===== src/rtl/bsel_pkg.sv =====
package bsel_pkg;

    localparam int MAX_TBL_W = 4096;

    typedef enum logic [1:0] {
        ST_IDLE  = 2'd0,
        ST_HIT   = 2'd1,
        ST_EMPTY = 2'd2
    } sel_state_e;

    // Row r, slot s: ((s ^ x_r) * m_r + 3r) mod banks.
    // An odd multiplier and an xor with a constant are both bijections
    // modulo a power of two, so every row is a permutation.
    function automatic logic [MAX_TBL_W-1:0] default_table(input int rows,
                                                           input int banks,
                                                           input int bw);
        logic [MAX_TBL_W-1:0] t;
        int mult [4];
        mult = '{1, 3, 5, 7};
        t = '0;
        for (int r = 0; r < rows; r++) begin
            for (int s = 0; s < banks; s++) begin
                int v;
                v = (((s ^ ((r >> 2) & (banks - 1))) * mult[r % 4]) + r * 3) % banks;
                for (int b = 0; b < bw; b++) begin
                    t[(r * banks + s) * bw + b] = v[b];
                end
            end
        end
        return t;
    endfunction

endpackage


===== src/rtl/bsel_row_rom.sv =====
module bsel_row_rom #(
    parameter int NUM_BANKS = 8,
    parameter int BANK_W    = 3,
    parameter int ROW_W     = 5,
    parameter int TBL_W     = 768,
    parameter logic [TBL_W-1:0] TABLE = '0
) (
    input  logic [ROW_W-1:0]                  row_idx,
    output logic [NUM_BANKS-1:0][BANK_W-1:0]  row_banks
);
    localparam int ROW_BITS = NUM_BANKS * BANK_W;

    always_comb begin
        row_banks = TABLE[row_idx * ROW_BITS +: ROW_BITS];
    end
endmodule


===== src/rtl/bsel_ring_pick.sv =====
module bsel_ring_pick #(
    parameter int NUM_BANKS = 8,
    parameter int BANK_W    = 3
) (
    input  logic [NUM_BANKS-1:0][BANK_W-1:0] row_banks,
    input  logic [BANK_W-1:0]                home_slot,
    input  logic [NUM_BANKS-1:0]             active,
    output logic                             found,
    output logic [BANK_W-1:0]                bank
);
    logic [NUM_BANKS-1:0][BANK_W-1:0] cand;
    logic [NUM_BANKS-1:0]             cand_on;

    // Candidate k sits k slots after home; the slot index wraps modulo
    // NUM_BANKS (a power of two), so the walk stays inside the row.
    for (genvar k = 0; k < NUM_BANKS; k++) begin : g_off
        logic [BANK_W-1:0] slot_k;
        assign slot_k     = home_slot + BANK_W'(k);
        assign cand[k]    = row_banks[slot_k];
        assign cand_on[k] = active[cand[k]];
    end

    always_comb begin
        found = |cand_on;
        bank  = '0;
        for (int k = NUM_BANKS - 1; k >= 0; k--) begin
            if (cand_on[k]) begin
                bank = cand[k];
            end
        end
    end
endmodule


===== src/rtl/bank_steer_top.sv =====
module bank_steer_top #(
    parameter int NUM_BANKS  = 8,
    parameter int NUM_ROWS   = 32,
    parameter int ADDR_W     = 40,
    parameter int REGION_LSB = 6,
    localparam int BANK_W    = $clog2(NUM_BANKS),
    localparam int ROW_W     = $clog2(NUM_ROWS),
    localparam int TBL_W     = NUM_ROWS * NUM_BANKS * BANK_W,
    parameter logic [TBL_W-1:0] TABLE =
        TBL_W'(bsel_pkg::default_table(NUM_ROWS, NUM_BANKS, BANK_W))
) (
    input  logic                 clk,
    input  logic                 rst_n,
    input  logic                 req_vld,
    input  logic [ADDR_W-1:0]    req_addr,
    input  logic [NUM_BANKS-1:0] req_active,
    output logic                 rsp_vld,
    output logic                 rsp_hit,
    output logic [BANK_W-1:0]    rsp_bank
);
    import bsel_pkg::*;

    localparam int REGION_W = ROW_W + BANK_W;
    localparam logic [ADDR_W-1:0] REGION_MASK =
        ADDR_W'(((64'd1 << REGION_W) - 64'd1) << REGION_LSB);

    logic [REGION_W-1:0]              region;
    logic [ROW_W-1:0]                 row_idx;
    logic [BANK_W-1:0]                home_slot;
    logic [NUM_BANKS-1:0][BANK_W-1:0] row_banks;
    logic                             found;
    logic [BANK_W-1:0]                pick;
    logic                             unused_addr;

    sel_state_e        state_d, state_q;
    logic [BANK_W-1:0] bank_d, bank_q;

    assign region      = req_addr[REGION_LSB +: REGION_W];
    assign row_idx     = region[REGION_W-1 -: ROW_W];
    assign home_slot   = region[BANK_W-1:0];
    assign unused_addr = ^(req_addr & ~REGION_MASK);

    bsel_row_rom #(
        .NUM_BANKS (NUM_BANKS),
        .BANK_W    (BANK_W),
        .ROW_W     (ROW_W),
        .TBL_W     (TBL_W),
        .TABLE     (TABLE)
    ) rom_i (
        .row_idx   (row_idx),
        .row_banks (row_banks)
    );

    bsel_ring_pick #(
        .NUM_BANKS (NUM_BANKS),
        .BANK_W    (BANK_W)
    ) pick_i (
        .row_banks (row_banks),
        .home_slot (home_slot),
        .active    (req_active),
        .found     (found),
        .bank      (pick)
    );

    // Next-state selection
    always_comb begin
        if (!req_vld) begin
            state_d = ST_IDLE;
            bank_d  = '0;
        end else if (found) begin
            state_d = ST_HIT;
            bank_d  = pick;
        end else begin
            state_d = ST_EMPTY;
            bank_d  = '0;
        end
    end

    // State register
    always_ff @(posedge clk) begin
        if (!rst_n) begin
            state_q <= ST_IDLE;
            bank_q  <= '0;
        end else begin
            state_q <= state_d;
            bank_q  <= bank_d;
        end
    end

    // Outputs
    always_comb begin
        rsp_vld  = 1'b0;
        rsp_hit  = 1'b0;
        rsp_bank = '0;
        unique case (state_q)
            ST_IDLE: begin
                rsp_vld  = 1'b0;
            end
            ST_HIT: begin
                rsp_vld  = 1'b1;
                rsp_hit  = 1'b1;
                rsp_bank = bank_q;
            end
            ST_EMPTY: begin
                rsp_vld  = 1'b1;
            end
            default: begin
                rsp_vld  = 1'b0;
            end
        endcase
    end
endmodule


===== config.mk =====
export PLATFORM = sky130hd
export DESIGN_NAME = bank_steer_top
export DESIGN_NICKNAME = d
export VERILOG_FILES = /design/src/rtl/bsel_pkg.sv /design/src/rtl/bsel_row_rom.sv /design/src/rtl/bsel_ring_pick.sv /design/src/rtl/bank_steer_top.sv
export SDC_FILE = /design/constraint.sdc
export NUM_CORES = 1
export LEC_CHECK = 0
export BUFFER_PORTS_ARGS = -buffer_cell sky130_fd_sc_hd__buf_2
export CORE_UTILIZATION = 35
export CTS_CLUSTER_DIAMETER = 150
export CTS_CLUSTER_SIZE = 8
export DETAILED_ROUTE_END_ITERATION = 10
export PLACE_DENSITY_LB_ADDON = 0.08
export SYNTH_ARGS = -nofsm -noshare
export SYNTH_HDL_FRONTEND = slang
export SYNTH_HIERARCHICAL = 1
export SYNTH_SLANG_ARGS = --single-unit
export TNS_END_PERCENT = 20

===== constraint.sdc =====
create_clock -name clk -period 4.7 [get_ports clk]
set_input_delay 1.175 -clock clk [delete_from_list [all_inputs] [get_ports clk]]
set_output_delay 1.175 -clock clk [all_outputs]
set_load 0.02 [all_outputs]

==> flow_metrics.py <==
metrics = {
    "setup_path": {
        "setup.worst_path.start_class": "input port",
        "path_class": "input port to register",
        "worst_setup_path_endpoint": "bank_q[2]",
        "setup.worst_path.end_class": "register",
        "setup.worst_path.start": "req_addr[9]",
        "critical_path_arrival_ns": 4.71,
        "worstPathMaxFanout": 4,
        "critPathRequiredTime_ns": 4.81,
    },
    "timing": {
        "maxSlewViolCount": 0,
        "finalHoldViolCount": 0,
        "post-route-min-period_ns": 4.60,
        "worst_pin_slew_ns": 0.582,
        "min_period_over_period_pct": 97.9,
        "timing.fmax_mhz": 217,
        "setup_ws_ns": 0.0986,
        "rsz0062_at_grt": "yes",
        "tns_ns": 0,
        "max-slew-margin-rel_pct": 61.0,
        "setup_viol_count_final": 0,
    },
    "floorplanning": {
        "floorplan_die_area_um2": 8620,
        "fp.dieW_um": 92.8,
        "rows": 32,
        "fp.dieH_um": 92.8,
        "floorplan.io_pins": 56,
        "floorplan.initialDensity_pct": 36.8,
        "core_area_um2": 7850,
    },
    "grt": {
        "track_usage_pct": 17.5,
        "grt_start_max_net_pins": 18,
        "gr-total-overflow": 0,
        "initial_antenna_violation_count": 0,
        "grt_first_pass_wirelength_um": 12000,
        "grt_pass1_vias": 2371,
    },
    "layout": {
        "postLayoutCoreUtil_pct": 43.4,
        "cell_area_after_layout_um2": 3410,
        "layout-drive-gt1-share_pct": 45.1,
        "area_delta_synth_final_pct": 18.0,
        "finish.net_count": 401,
        "area_of_combinational_cells_with_multiple_inputs_um2": 2590,
        "antenna_diode_count": 0,
        "sequential_cell_area_in_the_final_layout_um2": 100,
        "nFillCells": 789,
    },
    "place": {
        "post-dp-hpwl_um": 6070,
        "detailed_place.area_um2": 3300,
        "place.gp.congestion": 0.788,
        "post-place-ws_ns": -0.191,
        "port_buffers": 23,
    },
    "cts": {
        "cts_num_sinks": 5,
        "clock_tree.root_cell": "clkbuf_8",
        "clk_pin_slew_worst_paths_ns": 0.03,
        "max-clock-path-buffers": 2,
        "htree_levels": 1,
        "hold_buffers": 0,
        "tritoncts.num_buffers": 3,
        "cts_tree": "yes",
    },
    "power": {
        "switching_share_of_total_power_pct": 44.0,
        "irDropWorstVdd_v": 0.0000687,
        "pwr-share-seq_pct": 5.3,
        "pwr_density_cell_nw_per_um2": 272,
        "comb_power_share_pct": 86.3,
        "power.net_switching_uw": 408,
        "p_leak_uw": 0.00149,
        "power_frac_clock_pct": 8.4,
        "internal-power_uw": 519,
    },
    "outcome": {
        "run_status": "complete, no violations",
    },
    "detailed_routing": {
        "detail_route.drc_violations": 0,
        "drtAntennaViolNets": 0,
        "dr.first_iter.drc_count": 31,
        "drt-pass1-iter-count": 4,
        "route.vias.total": 2425,
        "routedWlPerCell_um": 16.9,
        "detail_route.wirelength_um": 7410,
        "viasPerCell": 5.52,
    },
    "synth": {
        "synthesis.instances": 288,
        "ys_types": 57,
        "yosysTopAreaCellShare_pct": 22.6,
        "ys.flop_type": "dfxtp_1",
        "synth_nets": 351,
        "synth_enable_flop_cells": 0,
        "postSynthAreaPerCell_um2": 10.0,
        "synth_area_leaders": "mux4_2, mux2i_1, mux2_2, ha_1, dfxtp_1",
        "synth.largest_area_cell": "mux4_2",
        "ys_ff_latch": 5,
        "synth_area_um2": 2890,
        "yosysWarnings": 6,
        "ys_async_sr_fraction_pct": 0,
        "yosysMostFrequentCell": "mux2i_1",
        "synth.top_cells.by_count": "mux2i_1, mux4_2, mux2_2, nand2_1, buf_4",
        "synth-seq-area-share_pct": 3.47,
    },
    "hold_path": {
        "type_of_the_worst_min_delay_path": "input port to register",
    },
    "flow_run": {
        "cap_violations": 0,
    },
}
[per-stage QoR]
stage,hold slack (ns),total power [uW],cells
global placement,1.47,808,433
detailed placement,1.47,810,433
floorplan,1.33,613,288
finish,1.24,926,439
CTS,1.24,893,437
global route,1.26,995,439
[critical path, cell delays in order]
cell	delay, ns
buf_2	0.13
buf_4	0.15
ha_1	0.20
mux2_4	0.27
mux4_2	0.52
mux4_2	0.50
mux2_4	0.31
mux4_2	0.31
mux2_4	0.30
a211oi_4	0.25
o311ai_2	0.16
a21oi_1	0.17
o22ai_1	0.09
and4_1	0.16
[per-layer routing]
metal / vias up / part of all wire, % / GRT usage (%)
li1: 1214 / - / -
met4: 0 / 0.46 / 1.54
met5: - / 0 / 0
met3: 2 / 1.4 / 0.328
met2: 29 / 52 / 33.4
met1: 1180 / 46 / 22.7
[placed cells by master, fill, tap and decap left out, types with 3 or more instances in the layout]
master | netlist | routed
nand2b_1 | 6 | 6
mux2i_1 | 48 | 48
a211oi_1 | 4 | 3
and2_1 | 4 | 4
nand2_1 | 14 | 14
mux2i_2 | 3 | 3
ha_1 | 12 | 12
nor3_1 | 11 | 10
mux2_4 | 5 | 9
buf_4 | 13 | 52
buf_2 | 2 | 23
clkbuf_8 | 0 | 3
a21oi_1 | 9 | 8
nor2b_1 | 8 | 8
nor3b_1 | 4 | 4
and4_1 | 3 | 3
o22ai_1 | 10 | 9
nor2_1 | 9 | 9
inv_1 | 11 | 10
mux4_2 | 29 | 31
mux2_1 | 4 | 4
mux2_2 | 14 | 10
dfxtp_1 | 5 | 5
o21ai_0 | 4 | 3
[area by class of cell]
cell class / instances / area share, %
Clock buffer: 4 / 1.32
Inverter: 11 / 1.21
Multi-Input combinational cell: 242 / 75.9
Sequential cell: 5 / 2.94
Tap cell: 102 / 3.75
Timing Repair Buffer: 75 / 14.8
[power by group through the flow]
stage	combinational [uW]	clock (uW)	sequential, uW
final	799	77.9	49.3
after global routing	862	82.8	50.0
after CTS	763	80.6	49.4
after detailed placement	760	0	50.0
after global placement	758	0	49.9
after floorplan	563	0	49.6
[cells by family after synthesis]
family / count (synthesis) / synth area share [%]
AOI/OAI and AO/OA: 44 / 11.3
xor gates and xnor gates: 4 / 1.73
adders and majority gates: 12 / 5.20
buffers and inverters: 41 / 8.71
DFF: 5 / 3.47
muxes: 108 / 54.6
and+or+nand+nor: 74 / 15.0
[sequential cells by signal, indices dropped and copies added (netlist names)]
| register | count |
|---|---|
| state_q | 2 |
| bank_q | 3 |
[worst min-delay path by stage]
stage	start	endpoint	slack, ns	depth (start not counted)
floorplan	rst_n	state_q[1]	1.33	1
global placement	rst_n	state_q[1]	1.47	2
global route	req_vld	state_q[1]	1.26	2
CTS	rst_n	state_q[1]	1.24	2
detailed placement	rst_n	state_q[1]	1.47	2
finish	rst_n	state_q[1]	1.24	2
[what timing repair did]
item / in CTS / in global routing
buffers inserted: 0 / 2
resized for setup: 0 / 15
hold endpoints to repair: 0 / 0
setup endpoints to repair: 0 / 5
Power figures use the tool's default switching activity.
